--- src/rtl/vfd_grid_timer.sv ---
module vfd_grid_timer #(
  parameter int SEG_N       = 27,
  parameter int DIM_W       = 10,
  parameter int SLOT_BITS   = 1024,
  parameter int CLK_PER_BIT = 4,
  parameter int DIM_MAX     = 1016,
  parameter int SEG_LEAD    = 3
) (
  input  logic             clk_i,
  input  logic             rst_i,
  input  logic             duplex_i,
  input  logic [DIM_W-1:0] dim_code_i,
  input  logic [SEG_N-1:0] seg_g1_i,
  input  logic [SEG_N-1:0] seg_g2_i,
  input  logic [SEG_N-1:0] seg_g3_i,
  output logic [SEG_N-1:0] seg_o,
  output logic [2:0]       grid_n_o,
  output logic             dim_o,
  output logic             sync_frame_o,
  output logic             sync_slot_o
);

  localparam int DIV_W = (CLK_PER_BIT > 1) ? $clog2(CLK_PER_BIT) : 1;
  localparam int BIT_W = $clog2(SLOT_BITS);
  localparam int CMP_W = ((BIT_W > DIM_W) ? BIT_W : DIM_W) + 2;

  logic [DIV_W-1:0] div_q;
  logic [BIT_W-1:0] bit_q;
  logic [1:0]       gidx_q;
  logic [DIM_W-1:0] code_q;
  logic [SEG_N-1:0] segs_q;

  logic             bit_end, slot_end, in_win, grid_on;
  logic [1:0]       last_g, next_g;
  logic [DIM_W-1:0] code_lim;
  logic [SEG_N-1:0] segs_next;

  assign bit_end  = (div_q == DIV_W'(CLK_PER_BIT - 1));
  assign slot_end = bit_end && (bit_q == BIT_W'(SLOT_BITS - 1));
  assign last_g   = duplex_i ? 2'd1 : 2'd2;
  assign next_g   = (gidx_q >= last_g) ? 2'd0 : gidx_q + 2'd1;
  assign code_lim = (dim_code_i > DIM_W'(DIM_MAX)) ? DIM_W'(DIM_MAX) : dim_code_i;

  always_comb begin
    case (next_g)
      2'd0:    segs_next = seg_g1_i;
      2'd1:    segs_next = seg_g2_i;
      default: segs_next = seg_g3_i;
    endcase
  end

  always_ff @(posedge clk_i) begin
    if (rst_i) begin
      div_q  <= '0;
      bit_q  <= '0;
      gidx_q <= '0;
      code_q <= '0;
      segs_q <= '0;
    end else begin
      div_q <= bit_end ? '0 : div_q + 1'b1;
      if (bit_end) bit_q <= slot_end ? '0 : bit_q + 1'b1;
      if (slot_end) begin
        gidx_q <= next_g;
        code_q <= code_lim;
        segs_q <= segs_next;
      end
    end
  end

  assign in_win  = CMP_W'(bit_q) < (CMP_W'(code_q) + CMP_W'(SEG_LEAD));
  assign grid_on = in_win && (CMP_W'(bit_q) >= CMP_W'(SEG_LEAD));

  assign seg_o        = in_win ? segs_q : '0;
  assign dim_o        = in_win;
  assign sync_slot_o  = (bit_q == '0);
  assign sync_frame_o = (bit_q == '0) && (gidx_q == 2'd0);

  for (genvar g = 0; g < 3; g++) begin : g_grid
    assign grid_n_o[g] = ~(grid_on && (gidx_q == 2'(g)));
  end

endmodule

--- config.mk ---
export PLATFORM = sky130hd
export DESIGN_NAME = vfd_grid_timer
export DESIGN_NICKNAME = d
export VERILOG_FILES = /design/src/rtl/vfd_grid_timer.sv
export SDC_FILE = /design/constraint.sdc
export NUM_CORES = 1
export LEC_CHECK = 0
export ABC_AREA = 1
export ABC_CLOCK_PERIOD_IN_PS = 3200
export CORE_MARGIN = 2
export CORE_UTILIZATION = 35
export CTS_CLUSTER_DIAMETER = 120
export DETAILED_ROUTE_END_ITERATION = 8
export DONT_BUFFER_PORTS = 1
export PLACE_DENSITY = 0.48
export SLEW_MARGIN = 10
export SYNTH_ARGS = -nofsm -noshare
export SYNTH_HDL_FRONTEND = slang
export SYNTH_SLANG_ARGS = --single-unit
--- constraint.sdc ---
create_clock -name clk_i -period 3.2 [get_ports clk_i]
set_input_delay 0.64 -clock clk_i [delete_from_list [all_inputs] [get_ports clk_i]]
set_output_delay 0.64 -clock clk_i [all_outputs]
set_load 0.05 [all_outputs]
==> results.md, run 1 <==
* Die ar. at 0.0104 mm^2
* Compound-gate portion of the synthesized area at 15.7%
* Post-synthesis mux area share at 0%
* CP bufs+invs at 4
* Final wirelength at 9350 um
* Starting Density at 36.2%
* Yosys warns at 0
* Synth Instances at 488
* Cell leakage power at 1.86 nW
* Violated checks: setup timing
* DRC at 0
* Final period utilization at 102%
* TritonCTS clock tree: done
* Die height at 102 um
* DRT Pass-1 Iters at 4
* Die X at 102 um
* Worst Slack Setup Final at -0.0729 ns
* Minimum clock period at 3.27 ns
* Dpl hpwl at 6680 um
* Final slew viol count at 0
* Clock Latency Late Sink at 0.31 ns
* Root Driver: clkbuf_8
* Seq/Total Area, Yosys at 30.4%
* DR vias/cell at 4.86
* WL/cell at 14.4 um
* Vias in the first global route at 3078
* Worst-path clk slew at 0.09 ns
* Most used DFF post-synth: dfxtp_1
* Tot Pwr at 1.20 mW
* Fmax at 306 MHz
* Buffers on Ports at 0
* Final hold violations at 0
* Max-cap viol count at 0
* Worst Hold Class: in2reg
* Kind of critical path: reg2out
* Clk buf depth at 2
* Routability cong. at 0.813
* Actual slew at the worst max-slew pin at 0.849 ns
* Antenna Cells at 0
* Critical-path cell list: inv_2, ha_4, inv_2, nand3_4, nor2_4, nand2_2, xor2_1, ha_1, a21oi_2, nor2_1, o21ai_2, nand2_4, buf_6, nor2_2, buf_6
* Area fraction in and, or, nand and nor cells after synthesis at 30.6%
* Max stage delay on crit path at 0.35 ns
* CP arrival at 2.63 ns
* Fin cells at 651
* Synth Area in Adders at 6.70%
* Pwr/cell area at 284 mW/mm^2
* Max_slew headroom at 43.2%
* Status: finished, violations left
* Area after DPL at 0.00379 mm^2
* Routed Antenna Nets at 0
* Fin Clk Skew at 0.0108 ns
* Gr usage total at 17.9%
* Hold_buf cts at 0
* Critical Path Fanout Max at 7
* Final Cell Area at 0.00424 mm^2
* R2R setup slack at 0.91 ns
* Total gr overflow at 0
* CTS H-tree depth at 2
* Async set-reset flop share out of synthesis at 0%
* Initial antenna violation count at 0
* Worst vdd ir at 0.201 mV
* Global-route wire length before repair at 14800 um
* Largest delay share family, worst path: simple AND/OR/NAND/NOR gates
* Largest net degree at the start of global routing at 37
* Largest family of logic cells by synthesized area: simple AND/OR/NAND/NOR gates
* Synth cell types at 36
* Starting DRT DRC Count at 103
* Core area at 0.00928 mm^2
* Row cnt at 35
* Unrepaired setup endpoints after global routing: true
* Setup tns final at -1.53 ns
* Yosys reg bits at 51
* IO Count at 127
* Crit start category: flop
* Synthesized area per cell at 6.89 um^2
* Placed insts at 636
* Filler cell count at 992
* Post-Syn Nets at 600
* Area growth from synthesis to layout at 26.0%
* Total CTS buffers at 5
* Clk sinks at 51
* Final #Nets at 633
* Xor and xnor area share after synthesis at 3.39%
* WP data required at 2.56 ns
* Total vias in the final route at 3164
* CP Capture Type: primary output
* Final Setup Violations at 27
* Layout cells sized above 1 at 22.4%
* Mapped Area at 0.00336 mm^2
* Slowest cell on crit path: dfxtp_2
* EDFF count, synth at 0
final timing paths:
path,start,to,depth (start not counted)
max,code_q[0],seg_o[5],15
min,rst_i,bit_q[2],1
max reg2reg,gidx_q[0],segs_q[18],7
min reg2reg,div_q[0],div_q[0],1
cell usage after synthesis (all sizes together), types with 10 or more instances:
library cell / number / area share, %
nor2: 96 / 13
inv: 80 / 8.9
nand2: 67 / 8.4
dfxtp: 51 / 30
o21ai: 36 / 5.5
a21oi: 35 / 5.4
nand3: 27 / 4.2
a22oi: 18 / 4.0
ha: 18 / 6.7
buf: 17 / 4.0
nand4: 13 / 2.9
xor2: 10 / 2.6
through the flow:
step | hold WS (ns) | setup WS, ns | util (%)
after floorplan | 0.399 | 0.0630 | -
after global placement | 0.407 | 0.196 | 40.8
after detailed placement | 0.417 | 0.0997 | 40.8
after CTS | 0.384 | -0.126 | 44.6
after global routing | 0.375 | -0.222 | 45.6
final | 0.396 | -0.0729 | 45.6
state kept, by name, indices dropped and copies added (netlist names):
name    flops
code_q     10
gidx_q      2
div_q       2
segs_q     27
bit_q      10
placed cells by master, fill, tap and decap left out, types with 2 or more instances in the layout:
cell type / n
inv_1: 74
nor2_1: 64
nand2_1: 60
dfxtp_1: 48
o21ai_0: 32
a21oi_1: 29
nand3_1: 25
buf_6: 20
a22oi_1: 18
nor2_2: 17
ha_1: 17
nor2_4: 14
nand4_1: 12
buf_4: 11
xor2_1: 10
buf_12: 9
a21oi_2: 6
inv_2: 5
clkbuf_8: 5
nand2_2: 4
nor3_1: 4
buf_8: 4
xnor2_1: 3
nand2_4: 3
o21ai_1: 3
dfxtp_2: 3
clkinv_4: 2
and2_0: 2
o22ai_1: 2
cells by family after synthesis:
family / count (synthesis)
compound gates: 93
xor+xnor: 13
simple gates: 213
buf+inv: 100
flops: 51
fa+ha+maj: 18
final cells by class:
type	instances	area [um^2]	share of cell area, %
Sequential cell	51	1020	24.2
Tap cell	129	161	3.81
Timing Repair Buffer	46	601	14.2
Clock buffer	5	68.8	1.62
Clock inverter	3	43.8	1.03
Multi-Input combinational cell	337	2030	47.9
Inverter	80	305	7.21
report_power, final:
part	total, mW	internal [mW]	switching [mW]
Sequential	0.641	0.638	0.00226
Combinational	0.0999	0.0328	0.0671
Clock	0.464	0.233	0.231
what timing repair did:
item	CTS	global route
gates cloned	1	1
setup endpoints to repair	31	31
setup buffers	5	2
gates resized for setup	56	13
pin swaps	10	8
per-layer routing:
layer	up-vias	global-route usage, %	wire, um
li1	1628	-	-
met1	1431	23.3	4200
met2	101	30.9	4540
met3	4	3.90	557
met4	0	3.49	51
met5	-	0	0
No activity file was read; power rests on OpenSTA's default activity.
==> inputs of run 2 (changes only) <==
--- a/config.mk
+++ b/config.mk
@@ -12,7 +12,7 @@
 export CTS_CLUSTER_DIAMETER = 120
 export DETAILED_ROUTE_END_ITERATION = 8
 export DONT_BUFFER_PORTS = 1
-export PLACE_DENSITY = 0.48
+export PLACE_DENSITY = 0.57
 export SLEW_MARGIN = 10
 export SYNTH_ARGS = -nofsm -noshare
 export SYNTH_HDL_FRONTEND = slang
==> run 2 against run 1 <==
Effect of this change:
- the flow still finishes with violations (setup timing)
- combinational power barely moved
- global-route usage is 0.85 points higher
- count of clock-buffer cells in the layout stayed put
- worst setup slack got worse by 0.0015 ns
- via count grew 2.8%
- register-to-register slack lost 0.04 ns
- clock power shrank 17%
- sequential share of layout area fell by 0.89 points
==> results.md, run 2 (synthesis results as in run 1) <==
* Status: finished, violations left
* Violated checks: setup timing
* Cell leakage power at 1.91 nW (+2.5%)
* Seq pwr share at 56.9% (+3.7 points)
* Psw at 300 uW (-0.10%)
* Critical Path Fanout Max at 7 (unchanged)
* Placed insts at 634 (-0.31%)
* Fin Clk Skew at 0.00988 ns (-0.000966 ns)
* Pwr/cell area at 255 mW/mm^2 (-10%)
* DRC at 0 (unchanged)
* WP data required at 2.56 ns (about the same)
* Area growth from synthesis to layout at 30.9%
* Routability cong. at 0.858 (+5.5%)
* Starting Density at 36.2% (unchanged)
* Vias in the first global route at 3243 (+5.4%)
* Tot Pwr at 1.12 mW (-6.8%)
* Final hold violations at 0 (unchanged)
* Dpl hpwl at 6700 um (+0.33%)
* Clk sinks at 51 (unchanged)
* Starting DRT DRC Count at 112 (+8.7%)
* Gr usage total at 18.8% (+0.85 points)
* Worst-path clk slew at 0.10 ns (about the same)
* Core area at 0.00928 mm^2 (unchanged)
* Hold_buf cts at 0 (unchanged)
* Unrepaired setup endpoints after global routing: true
* TritonCTS clock tree: done
* Routed Antenna Nets at 0 (unchanged)
* Most common cell after layout, fill and taps aside: inv_1
* Reg with most FFs: segs_q
* Dpl ws at 0.00137 ns (-0.0983 ns)
* Clock share of power at 34.2% (-4.3 points)
* Worst vdd ir at 0.177 mV (-12%)
* Max_slew headroom at 43.3% (+0.13 points)
* Comb power frac at 8.9% (+0.6 points)
* Kind of critical path: reg2out
* Max reg flops at 27 (unchanged)
* Die height at 102 um (unchanged)
* Root Driver: clkbuf_8
* Largest net degree at the start of global routing at 37 (unchanged)
* Final Setup Violations at 30 (+11%)
* Layout cells sized above 1 at 22.9% (+0.50 points)
* DR vias/cell at 4.95 (+1.8%)
* Clk buf depth at 2 (unchanged)
* Initial antenna violation count at 0 (unchanged)
* Filler cell count at 964 (-2.8%)
* Final slew viol count at 0 (unchanged)
* CP Capture Type: primary output
* Final Cell Area at 0.00440 mm^2 (+3.9%)
* Hold WS at 0.389 ns (-0.00671 ns)
* Actual slew at the worst max-slew pin at 0.847 ns (-0.00190 ns)
* Final period utilization at 102% (about the same)
* Final wirelength at 9880 um (+5.7%)
* CP startpoint: code_q[0]
* Int Power at 823 uW (-9.0%)
* Setup tns final at -1.14 ns (+0.392 ns)
* Util after Layout at 47.4% (+1.8 points)
* Worst hold start: rst_i
* Max stage delay on crit path at 0.34 ns (about the same)
* Cell mode on critical path: nor2_4
* R2r startpoint: gidx_q[0]
* Worst Slack Setup Final at -0.0745 ns (-0.00154 ns)
* Largest registers: segs_q: 27 flops, bit_q: 10 flops, code_q: 10 flops
* Final #Nets at 639 (+0.95%)
* Die X at 102 um (unchanged)
* Critical-path cell list: inv_2, ha_4, inv_4, nand3_4, nor2_4, xnor2_1, ha_1, a21oi_2, o21ai_1, a21o_1, nand2_4, buf_6, nand2_8, nor2_4, buf_8
* Antenna Cells at 0 (unchanged)
* Slowest cell on crit path: dfxtp_2
* Fmax at 305 MHz (about the same)
* WL/cell at 15.0 um (+4.8%)
* Most frequent cells in the layout: 74 x inv_1, 64 x nor2_1, 60 x nand2_1, 49 x dfxtp_1, 31 x o21ai_0
* Fin cells at 657 (+0.92%)
* Max-cap viol count at 0 (unchanged)
* Global-route wire length before repair at 15500 um (+4.5%)
* Total gr overflow at 0 (unchanged)
* Worst Hold Class: in2reg
* Total vias in the final route at 3252 (+2.8%)
* Clock Latency Late Sink at 0.31 ns (about the same)
* Row cnt at 35 (unchanged)
* Crit start category: flop
* Switch share at 26.7% (+1.8 points)
* CTS H-tree depth at 2 (unchanged)
* DRT Pass-1 Iters at 4 (unchanged)
* Buffers on Ports at 0 (unchanged)
* Total CTS buffers at 5 (unchanged)
* Minimum clock period at 3.27 ns (+0.00154 ns)
* CP arrival at 2.63 ns (about the same)
* IO Count at 127 (unchanged)
* Die ar. at 0.0104 mm^2 (unchanged)
* Area after DPL at 0.00375 mm^2 (-1.1%)
==> run 2: cell types whose count changed in the layout (fill, tap and decap cells not counted), moves of 2 or more <==
cell / previous run / this run
clkinvlp_4: 0 / 2
clkinv_4: 2 / 0
dfxtp_2: 3 / 1
buf_8: 4 / 13
buf_6: 20 / 16
nor2_4: 14 / 29
nand2_8: 0 / 4
inv_4: 0 / 2
nor2_2: 17 / 2
==> run 2: area by class of cell <==
| cell class | instances | area, um^2 | share of cell area, % |
|---|---|---|---|
| sequential | 51 | 1030 | 23.3 |
| clock inverter | 3 | 20.0 | 0.455 |
| multi-input combinational | 340 | 2180 | 49.6 |
| clock buffer | 5 | 68.8 | 1.56 |
| tap | 129 | 161 | 3.67 |
| timing repair buffer | 49 | 638 | 14.5 |
| inverter | 80 | 305 | 6.94 |
==> run 2: path summary, 6_finish.rpt <==
check / end / slack, ns / depth (start not counted)
setup / recovery: seg_o[26] / -0.07 / 15
hold / removal: segs_q[5] / 0.39 / 1
setup reg to reg: segs_q[24] / 0.87 / 9
hold reg to reg: div_q[0] / 0.43 / 1
==> run 2: metal layers <==
layer	vias up	routed length (um)	track usage [%]
li1	1648	-	-
met1	1513	4430	24.6
met3	5	507	3.83
met5	-	0	0
met2	86	4870	32.2
met4	0	75	3.69
==> run 2: critical path: cells and delay by family, from the launching register on <==
family          cells  cell delay [ns]
fa+ha+maj           2             0.45
compound gates      3             0.43
xor+xnor            1             0.14
flops               1             0.34
buf+inv             4             0.39
simple gates        5             0.56
==> run 2: power by group through the flow <==
stage	sequential (mW)	clock [mW]	combinational, mW
6_report	0.640	0.384	0.100
5_1_grt	0.640	0.420	0.113
4_1_cts	0.641	0.400	0.100
3_5_place_dp	0.655	0	0.0995
2_1_floorplan	0.655	0	0.0785
3_3_place_gp	0.655	0	0.0986
==> run 2: what timing repair did <==
| action | 4_1_cts | 5_1_grt |
|---|---|---|
| cloned | 3 | 0 |
| resized for setup | 80 | 23 |
| endpoints found under the setup margin | 31 | 31 |
| buffers inserted | 9 | 3 |
| pin swaps | 13 | 10 |
